===== config.mk =====
export PLATFORM = sky130hd
export DESIGN_NAME = adc_ctrl_regs
export DESIGN_NICKNAME = d
export VERILOG_FILES = /design/src/rtl/adc_regs_pkg.sv /design/src/rtl/adc_bus_decode.sv /design/src/rtl/adc_plain_regs.sv /design/src/rtl/adc_conv_seq.sv /design/src/rtl/adc_ctrl_regs.sv
export SDC_FILE = /design/constraint.sdc
export NUM_CORES = 1
export LEC_CHECK = 0
export BUFFER_PORTS_ARGS = -buffer_cell sky130_fd_sc_hd__buf_4
export CAP_MARGIN = 20
export CORE_MARGIN = 3
export CORE_UTILIZATION = 45
export CTS_BUF_LIST = sky130_fd_sc_hd__clkbuf_16
export CTS_CLUSTER_SIZE = 40
export DETAILED_ROUTE_END_ITERATION = 10
export PLACE_DENSITY = 0.61
export SLEW_MARGIN = 10
export SYNTH_ARGS = -nofsm -noshare
export SYNTH_HDL_FRONTEND = slang
export SYNTH_SLANG_ARGS = --single-unit

===== constraint.sdc =====
create_clock -name clk -period 2.9 [get_ports clk]
set_input_delay 0.58 -clock clk [delete_from_list [all_inputs] [get_ports clk]]
set_output_delay 0.58 -clock clk [all_outputs]
set_load 0.02 [all_outputs]

===== src/rtl/adc_regs_pkg.sv =====
package adc_regs_pkg;

    parameter int ADDR_W    = 8;
    parameter int DATA_W    = 32;
    parameter int CH_W      = 5;
    parameter int SMP_W     = 12;
    parameter int CTL_W     = 8;
    parameter int CFG_W     = 17;
    parameter int NUM_PLAIN = 4;

    localparam logic [CH_W-1:0] CH_STOP = {CH_W{1'b1}};
    localparam int CH_IE_BIT   = 7;
    localparam int GC_CONT_BIT = 6;
    localparam int GC_CAL_BIT  = 7;
    localparam int CFG_OVW_BIT = 16;
    localparam int CFG_RES_LSB = 2;
    localparam int GS_CALF_BIT = 1;
    localparam int ST_DONE_BIT = 0;

    typedef enum logic [3:0] {
        REG_CH0, REG_CH1, REG_STAT, REG_RES0, REG_RES1, REG_CFG,
        REG_GCTL, REG_GSTAT, REG_CMP, REG_OFS, REG_CALV, REG_PIN, REG_NONE
    } reg_sel_e;

    typedef struct packed {
        logic              rd;
        logic              wr;
        reg_sel_e          sel;
        logic [DATA_W-1:0] wdata;
    } bus_req_t;

    function automatic reg_sel_e decode_addr(input logic [ADDR_W-1:0] addr);
        reg_sel_e s;
        s = REG_NONE;
        if (addr[1:0] == 2'b00) begin
            case (int'(addr >> 2))
                0:  s = REG_CH0;
                1:  s = REG_CH1;
                2:  s = REG_STAT;
                3:  s = REG_RES0;
                4:  s = REG_RES1;
                5:  s = REG_CFG;
                6:  s = REG_GCTL;
                7:  s = REG_GSTAT;
                8:  s = REG_CMP;
                9:  s = REG_OFS;
                10: s = REG_CALV;
                12: s = REG_PIN;
                default: s = REG_NONE;
            endcase
        end
        return s;
    endfunction

    function automatic reg_sel_e plain_sel(input int idx);
        reg_sel_e s;
        case (idx)
            0:       s = REG_CMP;
            1:       s = REG_OFS;
            2:       s = REG_CALV;
            3:       s = REG_PIN;
            default: s = REG_NONE;
        endcase
        return s;
    endfunction

    function automatic logic [SMP_W-1:0] width_mask(input logic [1:0] mode);
        logic [SMP_W-1:0] m;
        m = '1;
        case (mode)
            2'b00:   m = m >> (SMP_W - 8);
            2'b01:   m = m >> (SMP_W - 10);
            default: m = '1;
        endcase
        return m;
    endfunction

    function automatic logic [CTL_W-1:0] cal_ch_word();
        logic [CTL_W-1:0] v;
        v = '0;
        v[CH_W-1:0] = CH_STOP;
        v[CH_IE_BIT] = 1'b1;
        return v;
    endfunction

endpackage


===== src/rtl/adc_bus_decode.sv =====
module adc_bus_decode
    import adc_regs_pkg::*;
(
    input  logic              bus_valid,
    input  logic              bus_write,
    input  logic [ADDR_W-1:0] bus_addr,
    input  logic [DATA_W-1:0] bus_wdata,
    output bus_req_t          req
);
    always_comb begin
        req.rd    = bus_valid & ~bus_write;
        req.wr    = bus_valid & bus_write;
        req.sel   = decode_addr(bus_addr);
        req.wdata = bus_wdata;
    end
endmodule


===== src/rtl/adc_plain_regs.sv =====
module adc_plain_regs
    import adc_regs_pkg::*;
(
    input  logic                              clk,
    input  logic                              rst,
    input  bus_req_t                          req,
    output logic [CTL_W-1:0]                  ch1_q,
    output logic [CFG_W-1:0]                  cfg_q,
    output logic [NUM_PLAIN-1:0][DATA_W-1:0]  plain_q
);
    always_ff @(posedge clk) begin
        if (rst) begin
            ch1_q <= '0;
            cfg_q <= '0;
        end else if (req.wr) begin
            if (req.sel == REG_CH1) ch1_q <= req.wdata[CTL_W-1:0];
            if (req.sel == REG_CFG) cfg_q <= req.wdata[CFG_W-1:0];
        end
    end

    for (genvar g = 0; g < NUM_PLAIN; g++) begin : g_plain
        logic [DATA_W-1:0] word_q;
        always_ff @(posedge clk) begin
            if (rst) begin
                word_q <= '0;
            end else if (req.wr && req.sel == plain_sel(g)) begin
                word_q <= req.wdata;
            end
        end
        assign plain_q[g] = word_q;
    end
endmodule


===== src/rtl/adc_conv_seq.sv =====
module adc_conv_seq
    import adc_regs_pkg::*;
(
    input  logic              clk,
    input  logic              rst,
    input  bus_req_t          req,
    input  logic              ovw_en,
    input  logic              conv_done,
    input  logic [SMP_W-1:0]  conv_result,
    input  logic              cal_done,
    input  logic              cal_fail,
    output logic [CTL_W-1:0]  ch0_q,
    output logic [CTL_W-1:0]  gctl_q,
    output logic              flag_q,
    output logic [SMP_W-1:0]  result_q,
    output logic              calf_q,
    output logic              active_q,
    output logic              conv_start,
    output logic [CH_W-1:0]   conv_chan,
    output logic              cal_start,
    output logic              irq
);
    logic wr_ch0, wr_gctl, rd_res, cal_busy, take_smp, unread;
    logic [CH_W-1:0] wr_chan;

    always_comb begin
        wr_ch0   = req.wr && req.sel == REG_CH0;
        wr_gctl  = req.wr && req.sel == REG_GCTL;
        rd_res   = req.rd && req.sel == REG_RES0;
        cal_busy = gctl_q[GC_CAL_BIT];
        wr_chan  = req.wdata[CH_W-1:0];
        take_smp = conv_done && active_q;
        unread   = flag_q && !rd_res;
    end

    always_ff @(posedge clk) begin
        if (rst) begin
            ch0_q      <= '0;
            gctl_q     <= '0;
            flag_q     <= 1'b0;
            result_q   <= '0;
            calf_q     <= 1'b0;
            active_q   <= 1'b0;
            conv_start <= 1'b0;
            conv_chan  <= '0;
            cal_start  <= 1'b0;
        end else begin
            conv_start <= 1'b0;
            cal_start  <= 1'b0;

            if (rd_res) flag_q <= 1'b0;

            if (take_smp) begin
                flag_q <= 1'b1;
                if (!unread || ovw_en) result_q <= conv_result;
            end

            if (wr_ch0 && !cal_busy) begin
                ch0_q <= req.wdata[CTL_W-1:0];
                if (wr_chan == CH_STOP) begin
                    active_q <= 1'b0;
                end else begin
                    active_q   <= 1'b1;
                    conv_start <= 1'b1;
                    conv_chan  <= wr_chan;
                end
            end else if (take_smp) begin
                if (gctl_q[GC_CONT_BIT]) begin
                    conv_start <= 1'b1;
                    conv_chan  <= ch0_q[CH_W-1:0];
                end else begin
                    active_q <= 1'b0;
                end
            end

            if (wr_gctl) begin
                for (int b = 0; b < CTL_W; b++) begin
                    if (b != GC_CAL_BIT) gctl_q[b] <= req.wdata[b];
                end
                if (req.wdata[GC_CAL_BIT] && !cal_busy) begin
                    gctl_q[GC_CAL_BIT] <= 1'b1;
                    cal_start          <= 1'b1;
                    ch0_q              <= cal_ch_word();
                    active_q           <= 1'b0;
                    calf_q             <= 1'b0;
                end
            end else if (cal_done && cal_busy) begin
                gctl_q[GC_CAL_BIT] <= 1'b0;
                flag_q             <= 1'b1;
                calf_q             <= cal_fail;
            end
        end
    end

    assign irq = flag_q & ch0_q[CH_IE_BIT];
endmodule


===== src/rtl/adc_ctrl_regs.sv =====
module adc_ctrl_regs
    import adc_regs_pkg::*;
(
    input  logic              clk,
    input  logic              rst,
    input  logic              bus_valid,
    input  logic              bus_write,
    input  logic [ADDR_W-1:0] bus_addr,
    input  logic [DATA_W-1:0] bus_wdata,
    output logic              rd_valid,
    output logic [DATA_W-1:0] rd_data,
    output logic              conv_start,
    output logic [CH_W-1:0]   conv_chan,
    input  logic              conv_done,
    input  logic [SMP_W-1:0]  conv_result,
    output logic              cal_start,
    input  logic              cal_done,
    input  logic              cal_fail,
    output logic              irq
);
    bus_req_t                         req;
    logic [CTL_W-1:0]                 ch0_q, ch1_q, gctl_q;
    logic [CFG_W-1:0]                 cfg_q;
    logic [NUM_PLAIN-1:0][DATA_W-1:0] plain_q;
    logic                             flag_q, calf_q, active_q, cal_busy;
    logic [SMP_W-1:0]                 result_q;
    logic [DATA_W-1:0]                rmux;

    adc_bus_decode u_dec (
        .bus_valid (bus_valid),
        .bus_write (bus_write),
        .bus_addr  (bus_addr),
        .bus_wdata (bus_wdata),
        .req       (req)
    );

    adc_plain_regs u_plain (
        .clk     (clk),
        .rst     (rst),
        .req     (req),
        .ch1_q   (ch1_q),
        .cfg_q   (cfg_q),
        .plain_q (plain_q)
    );

    adc_conv_seq u_seq (
        .clk         (clk),
        .rst         (rst),
        .req         (req),
        .ovw_en      (cfg_q[CFG_OVW_BIT]),
        .conv_done   (conv_done),
        .conv_result (conv_result),
        .cal_done    (cal_done),
        .cal_fail    (cal_fail),
        .ch0_q       (ch0_q),
        .gctl_q      (gctl_q),
        .flag_q      (flag_q),
        .result_q    (result_q),
        .calf_q      (calf_q),
        .active_q    (active_q),
        .conv_start  (conv_start),
        .conv_chan   (conv_chan),
        .cal_start   (cal_start),
        .irq         (irq)
    );

    assign cal_busy = gctl_q[GC_CAL_BIT];

    always_comb begin
        rmux = '0;
        case (req.sel)
            REG_CH0:   rmux = DATA_W'(ch0_q);
            REG_CH1:   rmux = DATA_W'(ch1_q);
            REG_STAT:  rmux[ST_DONE_BIT] = flag_q;
            REG_RES0:  rmux = DATA_W'(result_q & width_mask(cfg_q[CFG_RES_LSB +: 2]));
            REG_CFG:   rmux = DATA_W'(cfg_q);
            REG_GCTL:  rmux = DATA_W'(gctl_q);
            REG_GSTAT: rmux[GS_CALF_BIT] = calf_q;
            REG_CMP:   rmux = plain_q[0];
            REG_OFS:   rmux = plain_q[1];
            REG_CALV:  rmux = plain_q[2];
            REG_PIN:   rmux = plain_q[3];
            default:   rmux = '0;
        endcase
    end

    always_ff @(posedge clk) begin
        if (rst) begin
            rd_valid <= 1'b0;
            rd_data  <= '0;
        end else begin
            rd_valid <= req.rd;
            rd_data  <= req.rd ? rmux : '0;
        end
    end
endmodule


* Word level (Yosys, flattened, before mapping)
Memory sizes are Yosys's and may differ from the RTL's.
Index checks and enable logic that the tools add are counted.
** Operators by class
- Equal/unequal tests :: 14
- Reduce and logical (&&, ||, !) cells :: 30
- Mux-type cells :: 34
- Bitwise operators :: 7
** Operators by type and width (count)
- one-hot mux 30 bit (9 select lines) :: 1
- logical NOT 28 bit :: 1
- two-way mux 8 bit :: 3
- one-hot mux 12 bit (2 select lines) :: 1
- two-way mux 1 bit :: 20
- two-way mux 5 bit :: 4
- one-hot mux 1 bit (10 select lines) :: 2
- == test 4 bit, second input constant :: 4
- AND 12 bit :: 1
- == test 4 x 3 -> 1 bit, second input constant :: 3
- logical AND 1 bit :: 12
- two-way mux 12 bit :: 1
- == test 4 x 2 -> 1 bit, second input constant :: 2
- two-way mux 4 bit :: 2
- AND reduction 2 bit :: 4
- nonzero test 2 bit :: 3
- == test 5 bit, second input constant :: 1
- == test 4 x 1 -> 1 bit, second input constant :: 1
- logical NOT 2 bit :: 2
- logical NOT 4 bit :: 1
- inequality test 2 bit, second input constant :: 2
- OR reduction 2 bit :: 2
- AND 1 bit :: 3
- logical NOT 1 bit :: 3
- other kinds (4) :: 6
** Word-level totals
- Output and inout port bits :: 41
- Word-level logic and storage cells :: 104
- Bits in registers :: 224
- Memories kept :: 1
- Input port bits :: 59
- Memory bits (read-only) :: 64
** Memory list
- (no name shown) :: words 16, width 4, rd ports 1, clocked after Yosys merged registers in 0, wr ports 0, line adc_regs_pkg.sv:36 : case (int'(addr >> 2))

* Longest topological paths before layout
- Depth after elaboration :: 10
- Mapped depth :: 7
- Gate-level depth less buffers :: 4

* Hierarchy
Synthesis repeated with hierarchy kept, for this count alone.
** Second synthesis, totals
- Cells, all modules :: 1041
- Area total of the unflattened synthesis :: 10386.2 um^2
** By module, submodules not included
- adc_plain_regs :: cells an instance 538, sequential area each 3062.9 um^2, instances 1, area each 6024.5 um^2
- adc_ctrl_regs :: cells an instance 286, sequential area each 660.6 um^2, instances 1, area each 2486.1 um^2
- adc_conv_seq :: cells an instance 167, sequential area each 760.7 um^2, instances 1, area each 1535.2 um^2
- adc_bus_decode :: cells an instance 50, sequential area each 0.0 um^2, instances 1, area each 340.3 um^2

* Worst setup path after synthesis
OpenSTA, ideal clock, no wires.
- Kind :: input to register
- Start :: input bus_addr[1]
- End :: register u_seq.result_q[10]
- Buffers on the path :: 2
- Setup slack :: 0.749 ns
- Required time :: 2.768 ns
- Stages on the path :: 6
- Arrival :: 2.019 ns
- Path through :: or4_1 -> buf_4 -> o311a_1 -> buf_2 -> o21ai_0 -> a21oi_1
** On the way
- Word-level cells in the longest chain between the ends :: 9
** RTL lines
- from (decl) :: line adc_ctrl_regs.sv:8 : input logic [ADDR_W-1:0] bus_addr,
- logical NOT 2 bit :: line adc_regs_pkg.sv:35 : if (addr[1:0] == 2'b00) begin
- two-way mux 4 bit :: line adc_regs_pkg.sv:35
- == test 4 x 2 -> 1 bit :: line adc_conv_seq.sv:29 : rd_res = req.rd && req.sel == REG_RES0;
- logical AND 1 bit :: line adc_conv_seq.sv:29
- logical NOT 1 bit :: line adc_conv_seq.sv:33 : unread = flag_q && !rd_res;
- logical AND 1 bit :: line adc_conv_seq.sv:33
- logical NOT 1 bit :: line adc_conv_seq.sv:55 : if (!unread || ovw_en) result_q <= conv_result;
- logical OR 1 bit :: line adc_conv_seq.sv:55
- AND reduction 2 bit (no line)
- to (signal assigned) :: line adc_conv_seq.sv:55
- to (decl) :: line adc_conv_seq.sv:15 : output logic [SMP_W-1:0] result_q,
No other way between the ends.
A chain may end at the register's enable or synchronous reset.

* Worst setup path in the final report
- Start :: input bus_addr[3]
- End :: register u_seq.conv_chan[4]
** On the way
- Word-level cells in the longest chain between the ends :: 8
- Elaborated cells on any way between the ends :: 11
- Those cells by class :: eq/ne: 1; mux: 3; reduce/logical: 6; memory: 1
** RTL lines
- memory read (16 x 4 bit) *
- two-way mux 4 bit * :: line adc_regs_pkg.sv:36
- two-way mux 4 bit * :: line adc_regs_pkg.sv:35
- logical NOT 4 bit * :: line adc_conv_seq.sv:27 : wr_ch0 = req.wr && req.sel == REG_CH0;
- logical AND 1 bit * :: line adc_conv_seq.sv:27
- logical AND 1 bit * :: line adc_conv_seq.sv:58 : if (wr_ch0 && !cal_busy) begin
- inequality test 2 bit (no line) or nonzero test 2 bit (tied branches)
- AND reduction 3 bit (no line)
- to (signal assigned) :: line adc_conv_seq.sv:65 : conv_chan <= wr_chan;
- to (signal assigned) :: line adc_conv_seq.sv:70 : conv_chan <= ch0_q[CH_W-1:0];
- to (decl) :: line adc_conv_seq.sv:19 : output logic [CH_W-1:0] conv_chan,
Mark *: on every way between the ends. The rest lies on a longest branch, timed or not.

==> results.md <==
- Fmax: 506.5 MHz
- Max-Cap Viols: 0
- LEAKAGE: 0.003979 uW
- Global placement routability congestion: 0.8898
- Port Buf Inserts: 99
- GR Overflow Total: 0
- # resized after CTS: 0
- Slew HR: 57.66%
- Horiz. Die Dim: 151.4 um
- Clock power share: 45.9%
- Clock Latency Late Sink: 0.52 ns
- Global route hottest layer: met2
- Placed Instance Area: 10620 sq um
- CTS root buf: clkbuf_16
- Crit-path max FO: 27
- Initial core utilization: 46.43%
- Row count: 52
- Met1 Usage GRT: 37.14%
- Cell accounting for the most synthesized area: dfxtp_1
- RSZ-0062 raised after global routing: false
- CP Cell Sequence: buf_4 -> nor4bb_1 -> nand4b_1 -> mux2i_1 -> a2111oi_1
- EDFF count, synth: 0
- Max incr delay on CP: 0.50 ns
- CP top delay family: simple AND/OR/NAND/NOR gates
- Hold Crit Class: in -> reg
- Largest net degree at the start of global routing: 91
- Final non-filler cell area: 11350 sq um
- Ys async rst share: 0%
- CP arrival: 2.38 ns
- Buf/Inv on CP: 1
- Status: complete, no violations
- Combinational power share: 5.2%
- Syn Area/Cell: 8.092 sq um
- Post-CTS Setup Inserts: 0
- Cell Area, Synth: 9517 sq um
- Synth top cells by count: 316 x nand2_1, 224 x dfxtp_1, 186 x a21oi_1
- Final Hold Vio Count: 0
- Final core utilization: 55.40%
- Die area: 22930 sq um
- Synth-to-Final Area Change: 19.31%
- Layout cell share with drive strength beyond 1: 16.69%
- Final worst path period share: 68.08%
- Final Skew: 0.007733 ns
- Crit path launch: bus_addr[3]
- Setup TNS: 0 ns
- Maximum VDD drop: 0.0003579 V
- # DRC: 0
- Global-route wire length before repair: 46590 um
- Core area: 20490 sq um
- Clock tree buffer depth: 3
- Critical Path RT: 3.31 ns
- Final Max Tran Viols: 0
- Power per cell area: 554.2 nW/um^2
- Post-route ant nets: 0
- I/O Pins: 100
- Worst Tran Pin Value: 0.6351 ns
- DP HPWL: 19310 um
- Vias in the first global route: 8142
- Seq/Total Area, Yosys: 47.12%
- Yosys top cell area share: 47.12%
- Setup Viol. Count Final: 0
- Met3 usage: 4.728%
- CTS Buf Count: 25
- DR pass1 iterations: 5
- Nets@finish: 1312
- Routed WL: 29760 um
- Int Power: 4832 uW
- Worst r2r src: u_seq.gctl_q[7]$_SDFFE_PP0P_
- WS Path Type: in -> reg
- Placed Instances: 1496
- Vias per cell: 5.662
- Routed length per instance: 19.33 um
- Switching power: 1461 uW
- Diode count: 0
- GR Util All Layers: 25.88%
- 1st-iter DRT viols: 838
- Hold_sp: conv_result[10]
- Synth cell types: 58
- CP startpoint kind: primary input
- Period minus WS final: 1.974 ns
- Number of synthesis warnings: 0
- Count leader, synth: nand2_1
- Initial antenna violation count: 0
- Die Ht: 151.4 um
- Vias: 8720
- Gate Count Post-Synth: 1176
- Setup crit end kind: register
- Layout Cells excl Fill: 1540
- Sequential share of power: 49.0%
- CTS tree: yes
- Switching Fraction: 23.22%
- CTS Sinks: 224
- # hold bufs at CTS: 0
- Syn_nets: 1235
- Synth area leaders: dfxtp_1 47%, nand2_1 12%, a21oi_1 9.8%, mux2i_1 3.8%, clkbuf_1 2.9%
- Most used DFF post-synth: dfxtp_1
- Synthesized flop and latch total: 224
- Met2 Usage GRT: 40.03%
- Slowest-stage cell, CP: nor4bb_1
- Htree depth: 1
- Worst-path clk slew: 0.06 ns
-- registers in the layout (all words and copies together), names as in the netlist --
signal / count
u_seq.cal_start: 1
rd_valid: 1
rd_data: 32
u_seq.calf_q: 1
u_seq.gctl_q: 8
u_seq.flag_q: 1
u_plain.g_plain.word_q: 128
u_seq.conv_chan: 5
u_seq.active_q: 1
u_seq.conv_start: 1
u_seq.ch0_q: 8
u_plain.ch1_q: 8
u_plain.cfg_q: 17
u_seq.result_q: 12
-- per-layer routing --
metal | vias up | share of wire [%]
li1 | 4231 | -
met1 | 4132 | 45
met2 | 302 | 45
met3 | 55 | 7.8
met4 | 0 | 2.4
met5 | - | 0
-- area by class of cell --
type	count	area, sq um
clock buffers	25	625.6
clock inverters	19	110.1
fillers	1952	9140
inverters	7	26.28
multi-input cells	842	4593
flip-flops and latches	224	4484
well taps	270	337.8
repair buffers	153	1177
-- metrics by stage --
stage | hold WS (ns) | setup slack, ns | power [uW]
floorplan | 0.4271 | 0.7489 | 3303
global placement | 0.4383 | 0.4475 | 3469
detailed placement | 0.4421 | 0.4388 | 3470
CTS | 0.3067 | 0.9666 | 6345
global route | 0.3210 | 0.7615 | 6490
finish | 0.3165 | 0.9258 | 6293
-- power by group through the flow --
stage	Clock, uW	Sequential, uW	Combinational [uW]
6_report	2890	3080	326
2_1_floorplan	0	3150	154
5_1_grt	3070	3080	346
3_3_place_gp	0	3150	321
4_1_cts	2940	3080	321
3_5_place_dp	0	3150	321
-- final timing paths --
kind	cells past startpoint	slack (ns)	end
worst min register to register	2	0.45	u_seq.gctl_q[4]$_SDFFE_PP0P_
worst max-delay path	5	0.93	u_seq.conv_chan[4]$_SDFFE_PP0P_
worst min-delay path	3	0.32	u_seq.result_q[10]$_SDFFE_PP0P_
worst max register to register	4	1.33	u_seq.conv_chan[4]$_SDFFE_PP0P_
-- cells in the final DEF (no fill, tap or decap), types with 8 or more instances in the layout --
| master | count |
|---|---|
| buf_4 | 150 |
| clkbuf_16 | 25 |
| o2bb2ai_1 | 13 |
| clkinv_1 | 9 |
| nand2b_1 | 10 |
| nor2_1 | 40 |
| a32oi_1 | 12 |
| mux2_2 | 17 |
| and2_1 | 8 |
| nand4_1 | 9 |
| inv_1 | 12 |
| nand2_1 | 316 |
| a31oi_1 | 13 |
| nand3_1 | 41 |
| dfxtp_1 | 224 |
| mux2i_1 | 36 |
| a21oi_1 | 186 |
| a22oi_1 | 25 |
| nand3b_1 | 9 |
| o21ai_0 | 14 |
-- worst reg2reg max path: stages, from the launching register on --
cell	delay [ns]
dfxtp_1	0.43
nand4b_1	0.33
buf_4	0.29
nor2_1	0.07
a2111oi_1	0.35
-- cells by family (layout without fill, tap and decap cells) --
group | after synthesis | after routing | share of synthesized area (%)
xor gates and xnor gates | 1 | 1 | 0.09205
DFF | 224 | 224 | 47.12
buffers and inverters | 110 | 204 | 4.773
muxes | 53 | 53 | 5.798
and+or+nand+nor | 474 | 474 | 22.38
AOI/OAI and AO/OA | 314 | 314 | 19.84
Note: power is estimated with default switching activity, not from simulation.
